--- src/rtl/lsa_pkg.sv ---
`timescale 1ns/1ps
package lsa_pkg;
    localparam int NPIX     = 102;
    localparam int IDX_W    = $clog2(NPIX);
    localparam int NUM_REGS = 7;

    localparam logic [7:0] OP_RESET   = 8'h1B;
    localparam logic [7:0] OP_START   = 8'h08;
    localparam logic [7:0] OP_READ    = 8'h12;
    localparam logic [7:0] OP_READ_GO = 8'h16;
    localparam logic [7:0] OP_WRITE   = 8'h40;
    localparam logic [4:0] MODE_ADDR  = 5'h1F;

    typedef enum logic [2:0] {
        S_IDLE, S_PRE, S_RST, S_REG, S_START, S_INTEG, S_READ, S_CAPT
    } seq_state_t;

    typedef enum logic [1:0] { RX_HUNT, RX_DATA, RX_STOP } rx_state_t;

    typedef struct packed {
        logic [7:0]       data;
        logic [IDX_W-1:0] index;
    } pix_t;

    // Even steps carry the write command, odd steps the data.
    // Offsets (addresses 0,2,4) first, gains (1,3,5) next, mode last.
    function automatic logic [7:0] reg_seq_byte(
        input logic [3:0]      step,
        input logic [2:0][7:0] offs,
        input logic [2:0][4:0] gains
    );
        logic [2:0] n;
        logic [2:0] m;
        logic [4:0] addr;
        logic [7:0] data;
        n = step[3:1];
        m = n - 3'd3;
        if (n < 3'd3) begin
            addr = {2'b00, n[1:0], 1'b0};
            data = offs[n[1:0]];
        end else if (n < 3'd6) begin
            addr = {2'b00, m[1:0], 1'b1};
            data = {3'b000, gains[m[1:0]]};
        end else begin
            addr = MODE_ADDR;
            data = 8'h00;
        end
        return step[0] ? data : (OP_WRITE | {3'b000, addr});
    endfunction
endpackage

--- src/rtl/lsa_clk_div.sv ---
`timescale 1ns/1ps
module lsa_clk_div #(
    parameter int SCLK_HALF = 5
) (
    input  logic clk,
    input  logic rst,
    output logic sclk,
    output logic fall_tick,
    output logic rise_tick
);
    localparam int DW = $clog2(SCLK_HALF + 1);

    logic [DW-1:0] cnt;
    logic          wrap;

    assign wrap      = (cnt == DW'(SCLK_HALF - 1));
    assign fall_tick = wrap & sclk;
    assign rise_tick = wrap & ~sclk;

    always_ff @(posedge clk) begin
        if (rst) begin
            cnt  <= '0;
            sclk <= 1'b1;
        end else if (wrap) begin
            cnt  <= '0;
            sclk <= ~sclk;
        end else begin
            cnt <= cnt + 1'b1;
        end
    end
endmodule

--- src/rtl/lsa_tx_frame.sv ---
`timescale 1ns/1ps
module lsa_tx_frame #(
    parameter int GAP_CLKS = 8
) (
    input  logic       clk,
    input  logic       rst,
    input  logic       fall_tick,
    input  logic       go,
    input  logic [7:0] tx_data,
    output logic       sdin,
    output logic       busy,
    output logic       done
);
    localparam int FW = GAP_CLKS + 10;
    localparam int CW = $clog2(FW + 1);

    logic [FW-1:0] sh;
    logic [CW-1:0] cnt;

    always_ff @(posedge clk) begin
        if (rst) begin
            sh   <= '1;
            cnt  <= '0;
            busy <= 1'b0;
            sdin <= 1'b1;
            done <= 1'b0;
        end else begin
            done <= 1'b0;
            if (go && !busy) begin
                sh   <= {{GAP_CLKS{1'b1}}, 1'b1, tx_data, 1'b0};
                cnt  <= '0;
                busy <= 1'b1;
            end else if (busy && fall_tick) begin
                sdin <= sh[0];
                sh   <= {1'b1, sh[FW-1:1]};
                if (cnt == CW'(FW - 1)) begin
                    busy <= 1'b0;
                    done <= 1'b1;
                end else begin
                    cnt <= cnt + 1'b1;
                end
            end
        end
    end

    // the command line moves only on a serial-clock falling edge
    p_sdin_fall_r5: assert property (@(posedge clk) disable iff (rst)
        !$stable(sdin) |-> $past(fall_tick));
    // a finished frame leaves the line idle high
    p_gap_high_r5: assert property (@(posedge clk) disable iff (rst)
        $fell(busy) |-> sdin);
endmodule

--- src/rtl/lsa_rx_deframe.sv ---
`timescale 1ns/1ps
module lsa_rx_deframe
    import lsa_pkg::*;
(
    input  logic clk,
    input  logic rst,
    input  logic en,
    input  logic rise_tick,
    input  logic sdout,
    output logic pix_valid,
    output pix_t pix,
    output logic frame_done,
    output logic frame_err
);
    rx_state_t        st;
    logic [2:0]       bitc;
    logic [7:0]       sh;
    logic [IDX_W-1:0] idx;

    always_ff @(posedge clk) begin
        if (rst || !en) begin
            st         <= RX_HUNT;
            bitc       <= '0;
            sh         <= '0;
            idx        <= '0;
            pix        <= '0;
            pix_valid  <= 1'b0;
            frame_done <= 1'b0;
            frame_err  <= 1'b0;
        end else begin
            pix_valid  <= 1'b0;
            frame_err  <= 1'b0;
            frame_done <= pix_valid && (pix.index == IDX_W'(NPIX - 1));
            if (rise_tick) begin
                case (st)
                    RX_HUNT: if (!sdout && idx < IDX_W'(NPIX)) begin
                        st   <= RX_DATA;
                        bitc <= '0;
                    end
                    RX_DATA: begin
                        sh <= {sdout, sh[7:1]};
                        if (bitc == 3'd7) st <= RX_STOP;
                        bitc <= bitc + 1'b1;
                    end
                    default: begin
                        st <= RX_HUNT;
                        if (sdout) begin
                            pix_valid <= 1'b1;
                            pix.data  <= sh;
                            pix.index <= idx;
                            idx       <= idx + 1'b1;
                        end else begin
                            frame_err <= 1'b1;
                        end
                    end
                endcase
            end
        end
    end

    // indices stay inside the line
    p_idx_range_r7: assert property (@(posedge clk) disable iff (rst)
        pix_valid |-> (pix.index < IDX_W'(NPIX)));
    // completion follows the strobe of the last pixel
    p_done_last_r7: assert property (@(posedge clk) disable iff (rst)
        frame_done |-> ($past(pix_valid) && $past(pix.index) == IDX_W'(NPIX - 1)));
    // an error never coincides with a pixel strobe
    p_excl_r9: assert property (@(posedge clk) disable iff (rst)
        !(pix_valid && frame_err));
endmodule

--- src/rtl/lsa_host_ctrl.sv ---
`timescale 1ns/1ps
module lsa_host_ctrl
    import lsa_pkg::*;
#(
    parameter int SCLK_HALF = 5,
    parameter int GAP_CLKS  = 8,
    parameter int PRE_CLKS  = 30,
    parameter int NUM_RST   = 3,
    parameter int INT_W     = 16
) (
    input  logic                   clk,
    input  logic                   rst,
    input  logic                   start,
    input  logic                   loop_en,
    input  logic [INT_W-1:0]       int_clocks,
    input  logic [2:0][7:0]        cfg_offset,
    input  logic [2:0][4:0]        cfg_gain,
    input  logic                   sdout,
    output logic                   sclk,
    output logic                   sdin,
    output logic                   busy,
    output logic                   pix_valid,
    output logic [7:0]             pix_data,
    output logic [IDX_W-1:0]       pix_index,
    output logic                   frame_done,
    output logic                   frame_err
);
    localparam int REG_STEPS = 2 * NUM_REGS;

    seq_state_t       state;
    logic [INT_W-1:0] cnt;
    logic [3:0]       step;
    logic             sent, inited;
    logic             fall_tick, rise_tick;
    logic             tx_go, tx_busy, tx_done, is_cmd, cap_en;
    logic [7:0]       tx_byte;
    pix_t             pix;

    lsa_clk_div #(.SCLK_HALF(SCLK_HALF)) i_div (
        .clk(clk), .rst(rst), .sclk(sclk),
        .fall_tick(fall_tick), .rise_tick(rise_tick));

    lsa_tx_frame #(.GAP_CLKS(GAP_CLKS)) i_tx (
        .clk(clk), .rst(rst), .fall_tick(fall_tick), .go(tx_go),
        .tx_data(tx_byte), .sdin(sdin), .busy(tx_busy), .done(tx_done));

    lsa_rx_deframe i_rx (
        .clk(clk), .rst(rst), .en(cap_en), .rise_tick(rise_tick),
        .sdout(sdout), .pix_valid(pix_valid), .pix(pix),
        .frame_done(frame_done), .frame_err(frame_err));

    assign pix_data  = pix.data;
    assign pix_index = pix.index;
    assign busy      = (state != S_IDLE);
    assign cap_en    = (state == S_CAPT);
    assign is_cmd    = (state == S_RST) || (state == S_REG) ||
                       (state == S_START) || (state == S_READ);
    assign tx_go     = is_cmd && !sent && !tx_busy;

    always_comb begin
        case (state)
            S_RST:   tx_byte = OP_RESET;
            S_REG:   tx_byte = reg_seq_byte(step, cfg_offset, cfg_gain);
            S_START: tx_byte = OP_START;
            S_READ:  tx_byte = loop_en ? OP_READ_GO : OP_READ;
            default: tx_byte = 8'hFF;
        endcase
    end

    always_ff @(posedge clk) begin
        if (rst) begin
            state  <= S_IDLE;
            cnt    <= '0;
            step   <= '0;
            sent   <= 1'b0;
            inited <= 1'b0;
        end else begin
            if (tx_go) sent <= 1'b1;
            if (tx_done) sent <= 1'b0;
            case (state)
                S_IDLE: if (start) begin
                    state <= inited ? S_START : S_PRE;
                    cnt   <= '0;
                    step  <= '0;
                end
                S_PRE: if (fall_tick) begin
                    if (cnt == INT_W'(PRE_CLKS - 1)) state <= S_RST;
                    else cnt <= cnt + 1'b1;
                end
                S_RST: if (tx_done) begin
                    if (step == 4'(NUM_RST - 1)) begin
                        state <= S_REG;
                        step  <= '0;
                    end else step <= step + 1'b1;
                end
                S_REG: if (tx_done) begin
                    if (step == 4'(REG_STEPS - 1)) begin
                        state  <= S_START;
                        inited <= 1'b1;
                    end else step <= step + 1'b1;
                end
                S_START: if (tx_done) begin
                    state <= S_INTEG;
                    cnt   <= '0;
                end
                S_INTEG: if (fall_tick) begin
                    if (cnt >= int_clocks) state <= S_READ;
                    else cnt <= cnt + 1'b1;
                end
                S_READ: if (tx_done) state <= S_CAPT;
                default: begin
                    if (frame_err) state <= S_IDLE;
                    else if (frame_done) begin
                        state <= loop_en ? S_INTEG : S_IDLE;
                        cnt   <= '0;
                    end
                end
            endcase
        end
    end

    // a framing error closes the capture window
    p_err_ends_r9: assert property (@(posedge clk) disable iff (rst)
        frame_err |=> (state != S_CAPT));
    // no strobe once the capture window is shut
    p_quiet_r10: assert property (@(posedge clk) disable iff (rst)
        (state != S_CAPT) |=> !pix_valid);
    // the preamble runs only before bring-up has finished
    p_init_once_r12: assert property (@(posedge clk) disable iff (rst)
        (state == S_PRE) |-> !inited);
endmodule

--- config.mk ---
export PLATFORM = sky130hd
export DESIGN_NAME = lsa_host_ctrl
export DESIGN_NICKNAME = d
export VERILOG_FILES = /design/src/rtl/lsa_pkg.sv /design/src/rtl/lsa_clk_div.sv /design/src/rtl/lsa_tx_frame.sv /design/src/rtl/lsa_rx_deframe.sv /design/src/rtl/lsa_host_ctrl.sv
export SDC_FILE = /design/constraint.sdc
export NUM_CORES = 1
export LEC_CHECK = 0
export ABC_AREA = 1
export BUFFER_PORTS_ARGS = -buffer_cell sky130_fd_sc_hd__buf_2
export CAP_MARGIN = 20
export CORE_UTILIZATION = 23
export DETAILED_ROUTE_END_ITERATION = 8
export PLACE_DENSITY_LB_ADDON = 0.25
export RECOVER_POWER = 50
export SYNTH_ARGS = -nofsm -noshare
export SYNTH_HDL_FRONTEND = slang
export SYNTH_SLANG_ARGS = --single-unit
export TNS_END_PERCENT = 1
--- constraint.sdc ---
create_clock -name clk -period 2 [get_ports clk]
set_input_delay 0.4 -clock clk [delete_from_list [all_inputs] [get_ports clk]]
set_output_delay 0.4 -clock clk [all_outputs]
set_load 0.05 [all_outputs]
Word level (Yosys, flattened, before mapping). Index checks and enable logic that the tools add are counted.

Input bits: 60. Memories kept: 0. Logic and storage cells: 171. Register bits: 84. Output and inout port bits: 21. Memory bits (read-only): 0. Latch bits: 0. RAM bits: 0.

Equality and inequality tests: 32. Order comparisons: 6. Bitwise operators: 9. Mux-type cells: 55. Add/subtract/negate cells: 7. Multipliers: 0. Divide/modulo/power cells: 0. Reduce and logical (&&, ||, !) cells: 41. Shift-type cells: 0.

Operators by type and width (count): $mux W16 (8); $pmux W16 S5 (1); $mux W3 (17); $pmux W8 S4 (1); $mux W8 (3); $pmux W3 S7 (1); $mux W4 (5); $mux W5 (4); $ne A2 B1 Y1 const B (10); $eq A3 B3 Y1 const B (6); $mux W9 (2); $add A16 B1 Y16 const B (1); $bmux W8 S2 (1); $eq A16 B5 Y1 const B (1); $ge A16 B16 Y1 (1); $ne A2 B2 Y1 const B (6); $pmux W4 S3 (1); $reduce_and A12 Y1 (1); $reduce_and A3 Y1 (4); $bmux W5 S2 (1); $reduce_and A9 Y1 (1); $reduce_bool A9 Y1 (1); $reduce_and A2 Y1 (4); $reduce_or A2 Y1 (4); 34 further kinds (65).

Longest topological paths before layout.
Depth in word-level cells: 9. Depth in mapped cells: 16.

By module. From an unflattened synthesis, not the netlist that was laid out.

Cell total of the unflattened synthesis: 787. Area total of the unflattened synthesis: 5166.2 um2.

By module, submodules not included: lsa_host_ctrl (instances 1, cells an instance 463, area each 2653.8 um2); lsa_rx_deframe (instances 1, cells an instance 188, area each 1500.2 um2); lsa_tx_frame (instances 1, cells an instance 110, area each 827.0 um2); lsa_clk_div (instances 1, cells an instance 26, area each 185.2 um2).

Worst setup path before layout. No wires, ideal clock.

Path type: input to register. Start: input int_clocks[7]. End: register cnt[3]. Setup time: 0.131 ns. Arrival time: 1.697 ns. Path buffers: 1. Stages: 15. Setup slack: 0.172 ns. Cells stage by stage: inv_1 ha_1 nand2_1 inv_1 nand2_1 nand2_1 nor2_1 nand2_1 nand2_1 nand2_1 nand2_1 nand2_4 buf_6 nand2_1 a21oi_2.

Cells in the longest elaborated chain, start to end: 3.

Ends and longest elaborated chain: from (decl) (line lsa_host_ctrl.sv:15) `input logic [INT_W-1:0] int_clocks,`; $ge A16 B16 Y1 (line lsa_host_ctrl.sv:107) `if (cnt >= int_clocks) state <= S_READ;`; $ne A2 B2 Y1 (no line); $reduce_and A9 Y1 (no line); to (signal assigned) (line lsa_host_ctrl.sv:88) `else cnt <= cnt + 1'b1;`; to (signal assigned) (line lsa_host_ctrl.sv:108) `else cnt <= cnt + 1'b1;`; to (decl) (line lsa_host_ctrl.sv:31) `logic [INT_W-1:0] cnt;`.

No other way between the ends. A chain may end at the register's enable or synchronous reset.

Worst setup path after layout.
Start: register i_div.cnt[0]. End: register cnt[3].

Cells in the longest elaborated chain, start to end: 4. Elaborated cells on any way between the ends: 5. Classes of those cells: eq/ne: 3; bitwise: 1; reduce/logical: 1.

Ends and longest elaborated chain: from (decl) (line lsa_clk_div.sv:13) `logic [DW-1:0] cnt;`; from (signal assigned) (line lsa_clk_div.sv:28) `cnt <= cnt + 1'b1;`; $eq A3 B3 Y1 (*) (line lsa_clk_div.sv:16) `assign wrap = (cnt == DW'(SCLK_HALF - 1));`; $and A1 B1 Y1 (*) (line lsa_clk_div.sv:17) `assign fall_tick = wrap & sclk;`; $ne A2 B1 Y1 (no line); $reduce_and A9 Y1 (no line) (*).

Mark *: on every way between the ends. The rest lies on a longest branch, timed or not.

==> flow_summary_export.csv <==
group,metric,value,unit
power,peakVddDrop,0.410,mV
floorplan,die_h,151,um
finish,syn2layout_area_growth,23.3,%
floorplan,die_area,0.0229,mm2
cts,cts_tree,"yes",
synth,yosysUniqueCellTypes,48,
synth,ys_ff_latch,84,
sta,tightest_slew,0.612,ns
place,dp_slack,-0.0616,ns
sta,drv_slew,0,
finish,fillCellCount,2491,
power,netSwitchingFraction,38.6,%
outcome,outcome,"finished, final reports clean",
sta,rsz0062_at_grt,"yes",
synth,syn_nets,866,
worst_setup_path,path_class,"reg -> reg",
power,intPower,3530,uW
routing,wirelength,13600,um
finish,drive_above_1_share,18.2,%
place,place_area,0.00604,mm2
cts,clock_latency,0.36,ns
synth,syn_inst,777,
floorplan,die_x,151,um
cts,clkSinkCount,84,
finish,final_cell_area,0.00633,mm2
cts,clk_pin_slew,0.07,ns
finish,nets,971,
sta,finalSetupViolations,0,
routing,routed_via_density,4.34,
global_route,grt_pass1_wl,22500,um
global_route,grt-busiest-layer,"met2",
floorplan,core_area,0.0218,mm2
cts,cts_max_path_buffers,2,
floorplan,start_util,23.5,%
power,seqPwrFrac,34.7,%
cts,ctsHoldBuffers,0,
floorplan,std_cell_rows,54,
synth,synth_top_area_share,32.8,%
synth,seq_area_frac_synth,32.8,%
global_route,grtUsageTotal,12.3,%
sta,period_minus_slack,1.84,ns
cts,cts_buffers,9,
power,p_per_area,908,mW/mm2
place,dp_hpwl,10400,um
power,p_comb_share,34.7,%
global_route,met2_usage,19.0,%
routing,dr_total_vias,5070,
cts,clockRootBuffer,"clkbuf_16",
flow_run,maxCapViolCount,0,
routing,wl_per_cell,11.7,um
global_route,grt_util_met1,16.9,%
global_route,first_global_vias,4662,
power,power.switching,2220,uW
global_route,grt_start_max_net_pins,31,
worst_setup_path,end_kind,"register",
min_path,hold_path_class,"in -> reg",
power,leakagePower,0.00270,uW
sta,hold_viol_final,0,
synth,synth.area.top_cells,"dfxtp_1, nand2_1, nor2_1",
routing,drc_errors,0,
sta,fmax,0.543,GHz
finish,final_util,29.0,%
global_route,grt.overflow.total,0,
place,port_buffers,80,
sta,skew,0.0133,ns
global_route,antenna_found_initial,0,
sta,finalWorstSetupSlack,0.158,ns
worst_setup_path,arrival,2.07,ns
sta,max-slew-margin-rel,59.4,%
worst_setup_path,critPathLaunchType,"register",
global_route,met3_usage,2.77,%
worst_setup_path,cp_max_fo,18,
finish,diodes,0,
synth,synth_area,0.00513,mm2
routing,ant_nets,0,
cts,h-tree-depth,3,
routing,first_pass_iters,5,
power,pwr-share-clk,30.6,%
worst_setup_path,crit_required,2.23,ns
synth,yosysWarnings,0,
synth,syn_area_per_cell,6.61,um2
synth,synth_top_area_cell,"dfxtp_1",
floorplan,pin_count,81,
routing,initialDrtViolationCount,233,
sta,post-route-period-util,92.1,%
place,gp_congestion,0.788,
cells in the mapped netlist (all sizes together):
library cell    n
nand2         168
nor2          134
inv            93
dfxtp          84
a21oi          63
o21ai          57
nand3          56
ha             29
nor3           21
clkbuf         14
nand4          11
buf            10
a211oi          5
or2             5
xor2            5
o211ai          4
o22ai           3
clkinv          2
nor4            2
o21bai          2
a2bb2oi         1
a31oi           1
dlygate4sd3     1
nor3b           1
o2111ai         1
o21a            1
o221ai          1
or3b            1
xnor2           1
worst paths after layout:
kind                start        endpoint  slack [ns]  cells past startpoint
max          i_div.cnt[0]          cnt[3]        0.16                     11
min                 sdout  i_rx.frame_err        0.27                      2
max reg2reg  i_div.cnt[0]          cnt[3]        0.16                     11
min reg2reg  i_div.cnt[0]    i_div.cnt[0]        0.45                      1
cell families (layout without fill, tap and decap cells):
logic type                 Yosys count  after routing  share of synthesized area, %
buffers and inverters              120            230                          10.0
xor gates and xnor gates             6              6                          1.02
AOI/OAI and AO/OA                  139            139                          14.9
adders and majority gates           29             29                          7.07
DFF                                 84             84                          32.8
and+or+nand+nor                    399            399                          34.2
sequential cells by signal (all words and copies together) (netlist names), 2 cells and up:
name / count
step: 4
i_rx.st: 2
cnt: 16
i_tx.cnt: 5
i_rx.idx: 7
state: 3
i_div.cnt: 3
i_rx.sh: 8
i_rx.pix: 15
i_rx.bitc: 3
i_tx.sh: 9
critical path: stages (launching register included):
cell and delay [ns]:
dfxtp_1 0.33, inv_1 0.06, ha_1 0.13, nand2_1 0.12, nor2_2 0.28, o21ai_2 0.10, nor2_2 0.12, o21ai_2 0.08
inv_4 0.18, nand2_4 0.17, nand2_1 0.11, a21oi_2 0.05
cells in the final DEF, fill, tap and decap left out, drive strengths merged, types with 11 or more instances in the layout:
cell type	count
nand2	168
nor3	21
nand4	11
clkbuf	31
nand3	56
ha	29
buf	97
inv	97
dfxtp	84
a21oi	63
o21ai	57
nor2	134
metal layers:
metal | share of wire [%] | up-vias
li1 | - | 2741
met3 | 3.9 | 12
met1 | 51 | 2240
met5 | 0 | -
met4 | 1.0 | 0
met2 | 44 | 77
cell type report:
type | count | area, um2 | share of cell area [%]
tap | 280 | 350 | 5.54
sequential | 84 | 1690 | 26.7
clock buffer | 9 | 225 | 3.56
inverter | 95 | 367 | 5.79
clock inverter | 7 | 81.3 | 1.29
timing repair buffer | 119 | 674 | 10.7
multi-input combinational | 573 | 2940 | 46.5
per-stage QoR:
stage / std cells / total power (uW) / hold WS, ns / TNS (ns)
2_1_floorplan: 777 / 3610 / 0.417 / 0
3_3_place_gp: 1151 / 4050 / 0.434 / -0.110
3_5_place_dp: 1151 / 4030 / 0.446 / -0.508
4_1_cts: 1167 / 5830 / 0.255 / 0
5_1_grt: 1167 / 6170 / 0.264 / -0.00295
6_report: 1167 / 5750 / 0.271 / 0
what timing repair did:
item	in CTS	in global routing
setup buffers	0	0
setup endpoints to repair	0	17
resized for setup	0	6
power by group through the flow:
stage               registers (uW)  logic, uW  clock network, uW
finish                        2000       1990               1760
CTS                           1990       2010               1820
global placement              2030       2020                  0
floorplan                     1990       1620                  0
global route                  2020       2270               1880
detailed placement            2030       2000                  0
Note: power is estimated with default switching activity, not from simulation.
